<file path="src/rtl/grp_dq_pkg.sv">
// Shared definitions for the grouped dequantizer.
// Assumes group length codes are fixed at two bits.
package grp_dq_pkg;
    localparam int CODE_W = 4;

    typedef enum logic [1:0] {
        GSZ_32   = 2'd0,
        GSZ_64   = 2'd1,
        GSZ_128  = 2'd2,
        GSZ_128B = 2'd3
    } gsz_e;

    // Index of the final element in a group of the given length code.
    function automatic int grp_last_idx(input gsz_e g);
        case (g)
            GSZ_32:  return 31;
            GSZ_64:  return 63;
            default: return 127;
        endcase
    endfunction
endpackage

</file>
<file path="src/rtl/dq_param_slot.sv">
// Holds one group's parameters from the accepting handshake until the
// group's last element is loaded into the output stage.
// Assumes release_i is pulsed only while held_o is high.
module dq_param_slot #(
    parameter int SW = 16
) (
    input  logic                 clk,
    input  logic                 rst_n,
    input  logic                 in_valid,
    output logic                 in_ready,
    input  logic signed [SW-1:0] in_scale,
    input  logic signed [SW-1:0] in_zero,
    input  logic                 in_asym,
    input  logic [1:0]           in_gsz,
    input  logic                 release_i,
    output logic                 held_o,
    output logic signed [SW-1:0] scale_o,
    output logic signed [SW-1:0] zero_o,
    output logic                 asym_o,
    output logic [1:0]           gsz_o
);
    // Slot is free only when no group is in progress.
    assign in_ready = !held_o;

    // Capture a parameter beat, or free the slot at group end.
    always_ff @(posedge clk) begin
        if (!rst_n) begin
            held_o  <= 1'b0;
            scale_o <= '0;
            zero_o  <= '0;
            asym_o  <= 1'b0;
            gsz_o   <= 2'd0;
        end else if (in_valid && in_ready) begin
            held_o  <= 1'b1;
            scale_o <= in_scale;
            zero_o  <= in_zero;
            asym_o  <= in_asym;
            gsz_o   <= in_gsz;
        end else if (release_i) begin
            held_o  <= 1'b0;
        end
    end
endmodule

</file>
<file path="src/rtl/dq_nibble_unpack.sv">
// Buffers one packed word and presents its codes one at a time, low
// nibble first. Refuses a new word when no group is open, or when the
// element being taken closes the current group.
// Assumes group lengths are whole multiples of codes per word.
module dq_nibble_unpack #(
    parameter int WORD_W = 32,
    parameter int CODE_W = 4
) (
    input  logic              clk,
    input  logic              rst_n,
    input  logic              in_valid,
    output logic              in_ready,
    input  logic [WORD_W-1:0] in_data,
    input  logic              allow_i,
    input  logic              take_i,
    input  logic              grp_end_i,
    output logic              have_o,
    output logic [CODE_W-1:0] code_o
);
    localparam int NPW = WORD_W / CODE_W;
    localparam int IW  = $clog2(NPW);

    logic [WORD_W-1:0] word_q;
    logic [IW-1:0]     idx_q;
    logic              word_end;
    logic [CODE_W-1:0] lane [NPW];

    // Split the buffered word into code lanes.
    for (genvar g = 0; g < NPW; g++) begin : g_lane
        assign lane[g] = word_q[g*CODE_W +: CODE_W];
    end

    assign word_end = (idx_q == IW'(NPW - 1));
    assign code_o   = lane[idx_q];
    // Accept when a group is open and the buffer empties without ending it.
    assign in_ready = allow_i && (!have_o || (take_i && word_end && !grp_end_i));

    // Load a word or step through its codes.
    always_ff @(posedge clk) begin
        if (!rst_n) begin
            word_q <= '0;
            idx_q  <= '0;
            have_o <= 1'b0;
        end else if (in_valid && in_ready) begin
            word_q <= in_data;
            idx_q  <= '0;
            have_o <= 1'b1;
        end else if (take_i) begin
            idx_q <= idx_q + 1'b1;
            if (word_end) have_o <= 1'b0;
        end
    end
endmodule

</file>
<file path="src/rtl/dq_scale_fma.sv">
// Converts one code to its dequantized value and registers it on the
// output stream. Scale-only mode sign-extends the code; offset mode
// zero-extends it and adds the offset in the same expression.
// Assumes OUT_W >= CODE_W + SW + 1 so no result can overflow.
module dq_scale_fma #(
    parameter int SW     = 16,
    parameter int CODE_W = 4,
    parameter int OUT_W  = 21
) (
    input  logic                    clk,
    input  logic                    rst_n,
    input  logic                    load_i,
    input  logic                    drain_i,
    input  logic [CODE_W-1:0]       code_i,
    input  logic signed [SW-1:0]    scale_i,
    input  logic signed [SW-1:0]    zero_i,
    input  logic                    asym_i,
    input  logic                    last_i,
    output logic                    space_o,
    output logic                    o_valid,
    output logic signed [OUT_W-1:0] o_data,
    output logic                    o_last
);
    logic signed [CODE_W:0]    code_x;
    logic signed [OUT_W-1:0]   prod;
    logic signed [OUT_W-1:0]   res;

    assign space_o = !o_valid || drain_i;

    // Extend code by mode, multiply, optionally add offset.
    always_comb begin
        code_x = asym_i ? $signed({1'b0, code_i}) : $signed({code_i[CODE_W-1], code_i});
        prod   = OUT_W'(code_x) * OUT_W'(scale_i);
        res    = asym_i ? prod + OUT_W'(zero_i) : prod;
    end

    // Output register with valid/ready hold.
    always_ff @(posedge clk) begin
        if (!rst_n) begin
            o_valid <= 1'b0;
            o_data  <= '0;
            o_last  <= 1'b0;
        end else if (load_i) begin
            o_valid <= 1'b1;
            o_data  <= res;
            o_last  <= last_i;
        end else if (drain_i) begin
            o_valid <= 1'b0;
        end
    end
endmodule

</file>
<file path="src/rtl/grp_dequant.sv">
// Grouped 4-bit weight dequantizer top. Ties the parameter slot, the
// word unpacker and the arithmetic stage together, and counts elements
// so that the group ends after the selected length.
// Assumes one output element per cycle when downstream is ready.
module grp_dequant #(
    parameter int WORD_W  = 32,
    parameter int SCALE_W = 16,
    parameter int MAX_GRP = 128
) (
    input  logic                  clk,
    input  logic                  rst_n,
    input  logic                  prm_valid,
    output logic                  prm_ready,
    input  logic signed [SCALE_W-1:0] prm_scale,
    input  logic signed [SCALE_W-1:0] prm_zero,
    input  logic                  prm_asym,
    input  logic [1:0]            prm_gsize,
    input  logic                  pk_valid,
    output logic                  pk_ready,
    input  logic [WORD_W-1:0]     pk_data,
    output logic                  o_valid,
    input  logic                  o_ready,
    output logic signed [SCALE_W+grp_dq_pkg::CODE_W:0] o_data,
    output logic                  o_last
);
    import grp_dq_pkg::*;

    localparam int OUT_W = SCALE_W + CODE_W + 1;
    localparam int CNT_W = $clog2(MAX_GRP);

    logic                      held;
    logic signed [SCALE_W-1:0] scale_q;
    logic signed [SCALE_W-1:0] zero_q;
    logic                      asym_q;
    logic [1:0]                gsz_q;
    logic                      have;
    logic [CODE_W-1:0]         code;
    logic                      space;
    logic                      adv;
    logic                      elem_last;
    logic [CNT_W-1:0]          cnt_q;

    assign elem_last = (cnt_q == CNT_W'(grp_last_idx(gsz_e'(gsz_q))));
    assign adv       = held && have && space;

    // Element position inside the open group.
    always_ff @(posedge clk) begin
        if (!rst_n)         cnt_q <= '0;
        else if (adv)       cnt_q <= elem_last ? '0 : cnt_q + 1'b1;
    end

    dq_param_slot #(.SW(SCALE_W)) u_slot (
        .clk(clk), .rst_n(rst_n),
        .in_valid(prm_valid), .in_ready(prm_ready),
        .in_scale(prm_scale), .in_zero(prm_zero),
        .in_asym(prm_asym), .in_gsz(prm_gsize),
        .release_i(adv && elem_last),
        .held_o(held), .scale_o(scale_q), .zero_o(zero_q),
        .asym_o(asym_q), .gsz_o(gsz_q)
    );

    dq_nibble_unpack #(.WORD_W(WORD_W), .CODE_W(CODE_W)) u_unpack (
        .clk(clk), .rst_n(rst_n),
        .in_valid(pk_valid), .in_ready(pk_ready), .in_data(pk_data),
        .allow_i(held), .take_i(adv), .grp_end_i(elem_last),
        .have_o(have), .code_o(code)
    );

    dq_scale_fma #(.SW(SCALE_W), .CODE_W(CODE_W), .OUT_W(OUT_W)) u_fma (
        .clk(clk), .rst_n(rst_n),
        .load_i(adv), .drain_i(o_ready),
        .code_i(code), .scale_i(scale_q), .zero_i(zero_q),
        .asym_i(asym_q), .last_i(elem_last),
        .space_o(space),
        .o_valid(o_valid), .o_data(o_data), .o_last(o_last)
    );
endmodule

</file>
<file path="config.mk">
export PLATFORM = sky130hd
export DESIGN_NAME = grp_dequant
export DESIGN_NICKNAME = d
export VERILOG_FILES = /design/src/rtl/grp_dq_pkg.sv /design/src/rtl/dq_param_slot.sv /design/src/rtl/dq_nibble_unpack.sv /design/src/rtl/dq_scale_fma.sv /design/src/rtl/grp_dequant.sv
export SDC_FILE = /design/constraint.sdc
export NUM_CORES = 1
export LEC_CHECK = 0
export BUFFER_PORTS_ARGS = -buffer_cell sky130_fd_sc_hd__buf_2
export CORE_MARGIN = 2
export CORE_UTILIZATION = 30
export CTS_CLUSTER_DIAMETER = 30
export DETAILED_ROUTE_END_ITERATION = 10
export PLACE_DENSITY = 0.44
export SETUP_SLACK_MARGIN = 0.02
export SKIP_CTS_REPAIR_TIMING = 1
export SYNTH_ARGS = -nofsm -noshare
export SYNTH_HDL_FRONTEND = slang
export SYNTH_SLANG_ARGS = --single-unit
</file>
<file path="constraint.sdc">
create_clock -name clk -period 19.6 [get_ports clk]
set_input_delay 2.94 -clock clk [delete_from_list [all_inputs] [get_ports clk]]
set_output_delay 2.94 -clock clk [all_outputs]
set_load 0.02 [all_outputs]
</file>
==> run metrics <==
status finished, final reports clean; Row Count 59; drt initial violations ~290; GPL Wtd Cong roughly 0.84; CP required just under 20 ns; Fin Clk Skew about 0.012 ns; layout cells sized above 1 0.1400; met2 WL 8913 um; max-slew violations 0; Critical-path top delay cell dfxtp_1; Die Area about 28,000 um2; Max Buffers Root-to-Sink 2; Post-synth EDFFs 0; largest net degree at the start of global routing 73; asr flop ratio synth 0; number of global-route vias before repair roughly 6.5k; area share of the largest cell type after synthesis 0.2568; Setup TNS 0 ns; clk_lat worst skew 0.36 ns; CP Class reg -> reg; pwr/cell area 57.95 nW/um2; HP Class reg -> reg; DRC Markers 0; synthesized area between 7000 and 8000 um2; sequential area share after synthesis 0.2568; Mapped Nets roughly 1.1k; #FFs+latches synth about 100; Antenna Cells 0; Synth Flop Type dfxtp_1; Synth cell types 61; Nets 1,218; first-pass GRT wire length 34,890 um; TritonCTS clock tree built; Peak VDD IR approximately 0.052 mV; Boundary Pins 97; Mapped Cells 961; Max transition margin 0.2211; CP Launch Type register; fmax approximately 130 MHz; CTS H-tree lvls 3; Setup crit end kind register; Synth warnings 0; CTS root buffer clkbuf_16; CTS Buf Count 9; Die Span X 166.8 um; Syn-to-layout area delta 13.33%; Buf+Inv Stages, Crit Path 4; routed via count between 6k and 7k; Metal-1 WL 10,910 um; Final Power roughly 0.52 mW; max_cap viols 0; initial antenna violation count 0; Final Hold Viols 0; Vert. Die Dim 166.8 um; Worst-Margin Slew 1.166 ns; Routed Wire Length 20,880 um; post-layout min period 7.921 ns; synthesized area per cell about 8.3 um2; Initial Util 0.3052; leading cell type by number of instances after synthesis nand2_1; port bufs 96; Tcrit/Tclk final 0.4041; synth top area cells dfxtp_1 26%, fa_1 13%, ha_1 10%; Core Area 26,060 um2; top cells by count, synth 171 x nand2_1, 105 x a21oi_1, 102 x dfxtp_1, 95 x inv_1, 64 x ha_1; Worst EP arrival approximately 8.2 ns; All-Layer GR Usage 0.1549; final hold slack ~0.46 ns; unrepaired setup endpoints after global routing no; antenna-violating nets left 0; GRT overflow 0; CP top delay family adder cells; clock sinks 102; highest metal used met4; CP dominant cell by count fa_1; WL per Instance between 15 and 20 um; TritonRoute pass-1 iters 4; CP max FO 19; placed wire-length estimate about 16,000 um; slowest stage delay, CP between 0.7 and 0.8 ns; Vias/cell between 4 and 5; area leader, netlist dfxtp_1; P_leak around 4 nW; # setup viols final 0; clock-pin slew on the worst setup and hold paths about 0.09 ns; routed wl met3 about 760 um
-- flip-flops by register name (all words and copies together), names as in the netlist, 2 cells and up --
signal / cells
u_fma.o_data: 21
u_slot.gsz_o: 2
u_unpack.idx_q: 3
u_slot.scale_o: 16
u_unpack.word_q: 32
u_slot.zero_o: 16
cnt_q: 7
-- kinds of logic (layout without fill, tap and decap cells) --
group,after synthesis,count (layout),synth area share
AND/OR/NAND/NOR,337,337,0.1946
AO/OA/AOI/OAI,200,200,0.1576
buffers and inverters,142,217,0.07426
adder cells (fa/ha/maj),115,115,0.2291
flip-flops,102,102,0.2568
XOR/XNOR,43,43,0.04736
multiplexers,22,22,0.04028
-- placed cells by master, fill, tap and decap left out, types with 3 or more instances in the layout --
| cell | netlist | final |
|---|---|---|
| clkbuf_16 | 0 | 9 |
| and3_1 | 4 | 4 |
| mux4_2 | 8 | 8 |
| nor3_1 | 6 | 6 |
| o31ai_1 | 6 | 6 |
| xnor2_1 | 21 | 21 |
| o21a_1 | 6 | 6 |
| nand2_1 | 171 | 170 |
| a311oi_1 | 3 | 3 |
| ha_1 | 64 | 64 |
| nand3_1 | 16 | 16 |
| fa_1 | 51 | 51 |
| a21o_2 | 4 | 4 |
| dfxtp_1 | 102 | 102 |
| o21bai_1 | 6 | 6 |
| nor2_1 | 48 | 48 |
| o211ai_1 | 4 | 4 |
| and2_1 | 3 | 3 |
| buf_4 | 0 | 8 |
| o21ai_0 | 12 | 12 |
| or2_2 | 4 | 4 |
| inv_1 | 95 | 95 |
| nand2b_1 | 8 | 8 |
| nand4_1 | 7 | 7 |
| a211oi_1 | 13 | 13 |
| xor2_1 | 22 | 22 |
| a21o_1 | 16 | 16 |
| clkinv_8 | 0 | 3 |
| or3_1 | 4 | 4 |
| nor2b_1 | 58 | 56 |
| buf_2 | 1 | 96 |
| mux2i_1 | 14 | 14 |
| a21oi_1 | 105 | 105 |
| a31oi_1 | 5 | 5 |
-- per-stage QoR --
step / std cells / setup slack (ns) / util / instance area (um2)
floorplan: 961 / 12.22 / - / 7953
global placement: 1355 / 11.73 / 0.3338 / 8698
detailed placement: 1355 / 11.61 / 0.3338 / 8698
CTS: 1371 / 11.60 / 0.3458 / 9012
global route: 1371 / 11.06 / 0.3458 / 9012
finish: 1371 / 11.68 / 0.3458 / 9012
-- worst reg2reg max path, delay by kind of cell (launching register included) --
family                     cells  cell delay, ns
DFF                            1            0.73
buffers and inverters          4            0.52
xor gates and xnor gates       2            0.36
muxes                          3            0.98
and+or+nand+nor                5            0.81
adders and majority gates      5            2.35
AOI/OAI and AO/OA              9            2.10
-- final timing paths --
kind / from / end / slack [ns] / cells past startpoint
setup / recovery: u_unpack.idx_q[0]$_SDFFE_PP0P_ / u_fma.o_data[20]$_SDFFE_PN0P_ / 11.68 / 28
hold reg to reg: u_unpack.word_q[29]$_SDFFE_PN0P_ / u_unpack.word_q[29]$_SDFFE_PN0P_ / 0.46 / 2
hold / removal: u_unpack.word_q[29]$_SDFFE_PN0P_ / u_unpack.word_q[29]$_SDFFE_PN0P_ / 0.46 / 2
setup reg to reg: u_unpack.idx_q[0]$_SDFFE_PP0P_ / u_fma.o_data[20]$_SDFFE_PN0P_ / 11.68 / 28
-- metal layers --
layer  vias to the layer above  global-route usage
li1                       3334                   -
met1                      3034              0.2286
met2                       101              0.2363
met3                        19             0.02424
met4                         0             0.03748
met5                         -                   0
-- final cells by class --
class | count | area, um2
Fill cell | 2793 | 17050
Timing Repair Buffer | 104 | 540.5
Multi-Input combinational cell | 717 | 5333
Sequential cell | 102 | 2042
Clock inverter | 7 | 88.84
Inverter | 97 | 364.1
Clock buffer | 9 | 225.2
Tap cell | 335 | 419.2
-- power by group --
| group | internal (mW) | switching, mW | leakage (nW) |
|---|---|---|---|
| clock network | 0.0921 | 0.101 | 0.152 |
| registers | 0.217 | 0.00889 | 0.830 |
| logic | 0.0398 | 0.0630 | 3.10 |
| total | 0.349 | 0.173 | 4.08 |
(Power assumes the default switching activity.)
